==> src/rtl/gpio_irq_pkg.sv <==
package gpio_irq_pkg;
  localparam int C0_LINES    = 14;
  localparam int C1_LINES    = 24;
  localparam int C2_LINES    = 32;
  localparam int CTRL_W      = 32;
  localparam int ADDR_W      = 8;
  localparam int SHARED_W    = 3;
  localparam logic [ADDR_W-1:0] CTRL_OFFSET = 8'h54;

  // controller 1 lines beyond those paired by the control word
  localparam int FIXED_LINES = C1_LINES - (CTRL_W - C0_LINES);
  localparam int DIRECT_W    = CTRL_W + FIXED_LINES;

  typedef enum logic [1:0] {
    SH_CTRL0 = 2'd0,
    SH_CTRL1 = 2'd1,
    SH_CTRL2 = 2'd2
  } shared_idx_e;
endpackage

==> src/rtl/gpio_irq_ctrl_reg.sv <==
module gpio_irq_ctrl_reg #(
  parameter int ADDR_W = 8,
  parameter int DATA_W = 32,
  parameter logic [ADDR_W-1:0] OFFSET = '0
) (
  input  logic              clk,
  input  logic              rst_n,
  input  logic [ADDR_W-1:0] addr_i,
  input  logic              wr_en_i,
  input  logic [DATA_W-1:0] wdata_i,
  output logic [DATA_W-1:0] rdata_o,
  output logic [DATA_W-1:0] ctrl_o
);
  logic              hit;
  logic              load_en;
  logic [DATA_W-1:0] ctrl_d;
  logic [DATA_W-1:0] ctrl_q;

  assign hit     = (addr_i == OFFSET);
  assign load_en = wr_en_i && hit;

  always_comb begin
    ctrl_d = ctrl_q;
    if (load_en) begin
      ctrl_d = wdata_i;
    end
  end

  always_ff @(posedge clk or negedge rst_n) begin
    if (!rst_n) begin
      ctrl_q <= '0;
    end else if (load_en) begin
      ctrl_q <= ctrl_d;
    end
  end

  assign rdata_o = hit ? ctrl_q : '0;
  assign ctrl_o  = ctrl_q;

  p_write_loads_r2: assert property (@(posedge clk) disable iff (!rst_n)
    (wr_en_i && addr_i == OFFSET) |=> (ctrl_o == $past(wdata_i)));

  p_other_hold_r3: assert property (@(posedge clk) disable iff (!rst_n)
    !(wr_en_i && addr_i == OFFSET) |=> $stable(ctrl_o));
endmodule

==> src/rtl/gpio_irq_route_slice.sv <==
module gpio_irq_route_slice (
  input  logic sel_i,
  input  logic home_i,
  input  logic partner_i,
  output logic direct_o,
  output logic home_shared_o,
  output logic partner_shared_o
);
  // sel clear: home line owns the exclusive output, partner is shared
  // sel set:   partner owns the exclusive output, home is shared
  always_comb begin
    if (sel_i) begin
      direct_o         = partner_i;
      home_shared_o    = home_i;
      partner_shared_o = 1'b0;
    end else begin
      direct_o         = home_i;
      home_shared_o    = 1'b0;
      partner_shared_o = partner_i;
    end
  end
endmodule

==> src/rtl/gpio_irq_or_tree.sv <==
module gpio_irq_or_tree #(
  parameter int W = 8
) (
  input  logic [W-1:0] in_i,
  output logic         any_o
);
  localparam int HALF = W / 2;

  generate
    if (W == 1) begin : g_leaf
      assign any_o = in_i[0];
    end else begin : g_split
      logic lo_any;
      logic hi_any;
      gpio_irq_or_tree #(.W(HALF)) u_lo (
        .in_i  (in_i[HALF-1:0]),
        .any_o (lo_any)
      );
      gpio_irq_or_tree #(.W(W-HALF)) u_hi (
        .in_i  (in_i[W-1:HALF]),
        .any_o (hi_any)
      );
      assign any_o = lo_any | hi_any;
    end
  endgenerate
endmodule

==> src/rtl/gpio_irq_router.sv <==
module gpio_irq_router
  import gpio_irq_pkg::*;
#(
  parameter int N_C0   = C0_LINES,
  parameter int N_C1   = C1_LINES,
  parameter int N_C2   = C2_LINES,
  parameter int N_CTRL = CTRL_W,
  parameter int AW     = ADDR_W,
  parameter logic [AW-1:0] CTRL_ADDR = CTRL_OFFSET
) (
  input  logic                  clk,
  input  logic                  rst_n,
  input  logic [AW-1:0]         cfg_addr,
  input  logic                  cfg_wr_en,
  input  logic [N_CTRL-1:0]     cfg_wdata,
  output logic [N_CTRL-1:0]     cfg_rdata,
  input  logic [N_C0-1:0]       c0_irq,
  input  logic [N_C1-1:0]       c1_irq,
  input  logic [N_C2-1:0]       c2_irq,
  output logic [N_CTRL+N_C1-(N_CTRL-N_C0)-1:0] direct_irq,
  output logic [SHARED_W-1:0]   shared_irq
);
  localparam int N_PAIR_C1 = N_CTRL - N_C0;
  localparam int N_FIXED   = N_C1 - N_PAIR_C1;

  logic [N_CTRL-1:0] ctrl_q;
  logic [N_CTRL-1:0] home_sh;
  logic [N_CTRL-1:0] part_sh;

  gpio_irq_ctrl_reg #(
    .ADDR_W (AW),
    .DATA_W (N_CTRL),
    .OFFSET (CTRL_ADDR)
  ) u_ctrl (
    .clk     (clk),
    .rst_n   (rst_n),
    .addr_i  (cfg_addr),
    .wr_en_i (cfg_wr_en),
    .wdata_i (cfg_wdata),
    .rdata_o (cfg_rdata),
    .ctrl_o  (ctrl_q)
  );

  // one routing slice per control bit
  for (genvar k = 0; k < N_CTRL; k++) begin : g_pair
    logic home_line;
    if (k < N_C0) begin : g_c0
      assign home_line = c0_irq[k];
    end else begin : g_c1
      assign home_line = c1_irq[k-N_C0];
    end
    gpio_irq_route_slice u_slice (
      .sel_i            (ctrl_q[k]),
      .home_i           (home_line),
      .partner_i        (c2_irq[k]),
      .direct_o         (direct_irq[k]),
      .home_shared_o    (home_sh[k]),
      .partner_shared_o (part_sh[k])
    );
  end

  // controller 1 lines beyond the paired range keep their own outputs
  for (genvar j = 0; j < N_FIXED; j++) begin : g_fixed
    assign direct_irq[N_CTRL+j] = c1_irq[N_PAIR_C1+j];
  end

  gpio_irq_or_tree #(.W(N_C0)) u_or_c0 (
    .in_i  (home_sh[N_C0-1:0]),
    .any_o (shared_irq[SH_CTRL0])
  );
  gpio_irq_or_tree #(.W(N_PAIR_C1)) u_or_c1 (
    .in_i  (home_sh[N_CTRL-1:N_C0]),
    .any_o (shared_irq[SH_CTRL1])
  );
  gpio_irq_or_tree #(.W(N_CTRL)) u_or_c2 (
    .in_i  (part_sh),
    .any_o (shared_irq[SH_CTRL2])
  );

  p_sh0_needs_line_r5: assert property (@(posedge clk) disable iff (!rst_n)
    shared_irq[SH_CTRL0] |-> (|c0_irq));

  p_sh1_needs_line_r6: assert property (@(posedge clk) disable iff (!rst_n)
    shared_irq[SH_CTRL1] |-> (|c1_irq[N_PAIR_C1-1:0]));

  p_sh2_needs_line_r8: assert property (@(posedge clk) disable iff (!rst_n)
    shared_irq[SH_CTRL2] |-> ((|c2_irq) && (ctrl_q != '1)));

  p_zero_ctrl_direct_r4: assert property (@(posedge clk) disable iff (!rst_n)
    (ctrl_q == '0) |-> (shared_irq[SH_CTRL1:SH_CTRL0] == 2'b00 &&
                        direct_irq[N_C0-1:0] == c0_irq));
endmodule

==> config.mk <==
export PLATFORM = sky130hd
export DESIGN_NAME = gpio_irq_router
export DESIGN_NICKNAME = d
export VERILOG_FILES = /design/src/rtl/gpio_irq_pkg.sv /design/src/rtl/gpio_irq_ctrl_reg.sv /design/src/rtl/gpio_irq_route_slice.sv /design/src/rtl/gpio_irq_or_tree.sv /design/src/rtl/gpio_irq_router.sv
export SDC_FILE = /design/constraint.sdc
export NUM_CORES = 1
export LEC_CHECK = 0
export ABC_AREA = 1
export CAP_MARGIN = 20
export CORE_ASPECT_RATIO = 1.25
export CORE_MARGIN = 1.5
export CORE_UTILIZATION = 39
export CTS_CLUSTER_SIZE = 16
export DETAILED_ROUTE_END_ITERATION = 8
export GPL_TIMING_DRIVEN = 0
export PLACE_DENSITY = 0.91
export SETUP_SLACK_MARGIN = 0.4
export SLEW_MARGIN = 15
export SYNTH_ARGS = -nofsm -noshare
export SYNTH_HDL_FRONTEND = slang
export SYNTH_SLANG_ARGS = --single-unit
export TNS_END_PERCENT = 30
==> constraint.sdc <==
create_clock -name clk -period 2.1 [get_ports clk]
set_input_delay 0.21 -clock clk [delete_from_list [all_inputs] [get_ports clk]]
set_output_delay 0.21 -clock clk [all_outputs]
set_load 0.05 [all_outputs]
* Yosys cells after proc, flatten, opt, wreduce, memory -nomap -nowiden
Cells that the tools add are included.
** Storage, ports and cells
- Bits in registers :: 32
- Input port bits :: 113
- Output and inout bits :: 73
- Word-level logic and storage cells :: 161
** Operators by class
- Eq/ne operators :: 1
- Mux-type cells :: 97
- Bitwise operators :: 61
- Reduce and logical (&&, ||, !) cells :: 1
** Operator list (count)
- $mux W1 :: 96
- $or A1 B1 Y1 :: 61
- $mux W32 :: 1
- $eq A8 B7 Y1 const B :: 1
- $logic_and A1 B1 Y1 :: 1

* Longest topological paths before layout
- Word-level depth :: 6
- Mapped depth :: 8
- Mapped depth without buffers :: 7

* Hierarchy
From an unflattened synthesis, not the netlist that was laid out.
** Second synthesis, totals
- Cells, all modules :: 730
- Area, all modules :: 3861.2 um2
** Modules (own cells, without submodules)
- gpio_irq_ctrl_reg :: instances 1, cells each 221, area each 1687.9 um2, sequential area each 800.8 um2
- gpio_irq_route_slice :: instances 32, cells each 8, area each 30.0 um2, sequential area each 0.0 um2
- gpio_irq_or_tree (u_or_c0 ...) :: instances 61, cells each 3, area each 11.3 um2, sequential area each 0.0 um2
- gpio_irq_or_tree (u_or_c0.g_split.u_hi.g_split.u_hi.g_split.u_hi.g_split.u_hi ...) :: instances 64, cells each 1, area each 7.5 um2, sequential area each 0.0 um2
- gpio_irq_router :: instances 1, cells each 6, area each 45.0 um2, sequential area each 0.0 um2

* Worst setup path after synthesis
Ideal clock, no wire load.
- Kind :: in2out
- From :: in cfg_addr[7]
- To :: out cfg_rdata[10]
- Arrival :: 1.480 ns
- Required time :: 1.890 ns
- Path slack :: 0.410 ns
- Stages on the path :: 6
- Cells stage by stage :: nor2_1 nand3_1 nor2_4 inv_2 buf_6 nor2_1
** On the way
- Word-level cells in the longest chain between the ends :: 2
** Ends and longest elaborated chain
- from (decl) :: RTL line gpio_irq_router.sv:13 : input logic [AW-1:0] cfg_addr,
- $eq A8 B7 Y1 :: RTL line gpio_irq_ctrl_reg.sv:19 : assign hit = (addr_i == OFFSET);
- $mux W32 :: RTL line gpio_irq_ctrl_reg.sv:37 : assign rdata_o = hit ? ctrl_q : '0;
- to (decl) :: RTL line gpio_irq_router.sv:16 : output logic [N_CTRL-1:0] cfg_rdata,
Every way passes these cells.

* Final worst setup path
- From :: reg u_ctrl.ctrl_q[26] (netlist: u_ctrl.ctrl_o[26])
- To :: out shared_irq[1]
** On the way
- Word-level cells in the longest chain between the ends :: 5
** Ends and longest elaborated chain
- from (decl) :: RTL line gpio_irq_ctrl_reg.sv:17 : logic [DATA_W-1:0] ctrl_q;
- from (signal assigned) :: RTL line gpio_irq_ctrl_reg.sv:33 : ctrl_q <= ctrl_d;
- $mux W1 :: RTL line gpio_irq_route_slice.sv:12 : if (sel_i) begin
- $or A1 B1 Y1 (4 in series) :: RTL line gpio_irq_or_tree.sv:23 : assign any_o = lo_any | hi_any;
- to (decl) :: RTL line gpio_irq_router.sv:21 : output logic [SHARED_W-1:0] shared_irq
Every way passes these cells.

==> impl_metrics.csv <==
group,metric,value,unit
status,status,"finished, violations left",
status,violations,"negative hold slack",
logic_synthesis,synth-seq-cells,32,
logic_synthesis,synthDistinctLibCells,17,
clocking,cts_buffer_depth,2,
global_routing,grt_pass1_wl,14500,um
floorplan,coreArea,6650,um^2
global_routing,grt_start_max_net_pins,33,
worst_setup_path,worstPathRequired,1890,ps
sta,rsz0062_at_grt,"true",
logic_synthesis,avgSynthCellArea,5.92,um^2
drt,drt_iter0_drc,146,
floorplan,start_util,0.410,
logic_synthesis,synth_top_cells_by_area,"nand2_1 33%, dfrtp_1 29%, buf_4 12%",
drt,viasPerCell,4.68,
sta,max_freq,561,MHz
drt,first_pass_iters,4,
placement,port_buffers,178,
sta,finalMaxSlewViolations,0,
drt,met3_length,554,um
power_and_ir_drop,peakVddDrop,0.324,mV
worst_setup_path,r2r_cells,4,
worst_setup_path,critical_path_cell_count,7,
logic_synthesis,synthCells,460,
logic_synthesis,yosysSeqAreaShare,0.294,
sta,min_period,1780,ps
cells_and_area,layout.nets,789,
clocking,hold_buffers,0,
worst_setup_path,path_max_fanout,4,
worst_setup_path,crit_path_top_delay_cell,"dfrtp_1",
clocking,root_buffer,"clkbuf_8",
sta,worst_pin_slew,727,ps
sta,final.setup.worst_slack,318,ps
clocking,cts_tree,"yes",
worst_setup_path,cp_slowest_stage_delay,430,ps
worst_setup_path,crit_buf_inv,3,
worst_setup_path,critPathKind,"flop to output pin",
global_routing,grtUsageTotal,0.249,
global_routing,antenna_found_initial,0,
drt,wirelength,10300,um
cells_and_area,fin_cells,764,
drt,ant_nets,0,
drt,route.vias.total,3576,
logic_synthesis,synth_area,2720,um^2
cells_and_area,drive_gt1_frac,0.306,
drt,dr_wl_met2,5650,um
sta,fin_crit_sh,0.849,
worst_setup_path,path_cells,"buf_6 -> nand2_2 -> nand4_1 -> nor3_2 -> nand2_1 -> buf_6 -> buf_8",
clocking,clk_pin_slew,70,ps
clocking,cts_buffers,5,
logic_synthesis,syn_nets,573,
floorplan,num_io_pins,186,
placement,place.gp.congestion,0.864,
hold_path,hold_class,"input port to asynchronous set/reset pin",
placement,place_ws,-408,ps
cells_and_area,fin_util,0.761,
cells_and_area,final_common_cell,"nand2_1",
worst_setup_path,worstPathArrival,1570,ps
drt,top_layer_used,"met4",
floorplan,die_area,7490,um^2
cells_and_area,most-common-layout-cells,"229 x nand2_1, 102 x clkdlybuf4s50_1, 76 x buf_4",
logic_synthesis,synth_largest_area_cell,"nand2_1",
cells_and_area,largest_reg_flops,32,
cells_and_area,areaGrowthSynthToFinish,85.7,%
worst_setup_path,startpoint_type,"flop",
worst_setup_path,cp-end-kind,"output pin",
power_and_ir_drop,power_density,392,nW/um^2
global_routing,grt_pass1_vias,3340,
placement,dp_hpwl,7730,um
clocking,cts_sinks,32,
worst_setup_path,critical_path.top_delay_family,"simple AND/OR/NAND/NOR gates",
sta,setup-violations-final,0,
floorplan,die_x,77.7,um
sta,skew,0,ps
sta,report.final.hold_viol_count,32,
logic_synthesis,ys_warn_count,0,
job,cap_violations,0,
drt,wire_per_inst,13.4,um
drt,drc,0,
global_routing,grt_overflow,0,
floorplan,row_count,33,
clocking,clock_latency,280,ps
worst_setup_path,crit_path_frequent_cell,"buf_6",
sta,slew_headroom,0.515,
power_and_ir_drop,leakage,2.63,nW
placement,placed_cells,725,
clocking,htreeDepth,2,
floorplan,die_height,96.4,um
cells_and_area,antenna_cells,0,
logic_synthesis,yosys.area.top_type_share,0.334,
drt,met1_length,3720,um
sta,hold_slack,-25.8,ps
cells_and_area,nFillCells,509,
==> synth_stat cells <==
| library cell | instances |
|---|---|
| nor2_4 | 1 |
| buf_4 | 44 |
| inv_2 | 1 |
| nand2_4 | 1 |
| clkbuf_1 | 4 |
| nor2_1 | 36 |
| nor2_2 | 10 |
| inv_1 | 35 |
| nor3_1 | 2 |
| o21ai_0 | 3 |
| a21oi_1 | 1 |
| nand4_1 | 2 |
| dfrtp_1 | 32 |
| o211ai_1 | 1 |
| buf_6 | 6 |
| nand3_1 | 39 |
| nand2_1 | 242 |
==> metrics by stage <==
stage	area, um^2	TNS [ps]	power (mW)	hold WS (ps)
finish	5060	0	1.98	-25.8
global route	5060	0	2.09	40.5
CTS	4720	0	1.92	13.3
detailed placement	4610	-12080	1.45	320
global placement	4610	-11560	1.43	497
floorplan	2720	0	1.09	-85.6
==> logic make-up after synthesis <==
group | after synthesis | share of synthesized area
AND/OR/NAND/NOR | 333 | 0.494
buffers and inverters | 90 | 0.201
flip-flops | 32 | 0.294
AO/OA/AOI/OAI | 5 | 0.0101
==> layer usage <==
metal	global-route usage	vias up
li1	-	1784
met1	0.258	1621
met2	0.488	142
met3	0.0460	29
met4	0.106	0
met5	0	-
==> power by group <==
| group | total (mW) | switching [mW] | leakage, nW | internal (mW) |
|---|---|---|---|---|
| logic | 0.809 | 0.422 | 2.13 | 0.387 |
| registers | 0.679 | 0.0331 | 0.441 | 0.645 |
| clock network | 0.497 | 0.236 | 0.0510 | 0.262 |
==> what timing repair did <==
action,4_1_cts,5_1_grt
cloned,1,1
buffers inserted,1,28
pin swaps,6,18
setup endpoints to repair,67,65
resized for setup,259,108
==> worst paths after layout <==
check / end / start / slack [ps]
worst max-delay path: shared_irq[1] / u_ctrl.ctrl_o[26] / 320
worst min-delay path: u_ctrl.ctrl_o[2] / rst_n / -30
worst max register to register: u_ctrl.ctrl_o[25] / u_ctrl.ctrl_o[25] / 1180
worst min register to register: u_ctrl.ctrl_o[23] / u_ctrl.ctrl_o[23] / 520
max in group asynchronous: u_ctrl.ctrl_o[22] / rst_n / 1650
min in group clk: u_ctrl.ctrl_o[31] / cfg_wr_en / 310
==> final cells by class <==
| type | count | area [um^2] | area share |
|---|---|---|---|
| clock inverter | 2 | 10.0 | 0.00198 |
| multi-input combinational | 338 | 1520 | 0.300 |
| tap | 87 | 109 | 0.0215 |
| inverter | 36 | 140 | 0.0277 |
| buffer | 54 | 447 | 0.0883 |
| timing repair buffer | 209 | 1950 | 0.385 |
| clock buffer | 6 | 82.6 | 0.0163 |
| sequential | 32 | 801 | 0.158 |
Note: power is estimated with default switching activity, not from simulation.
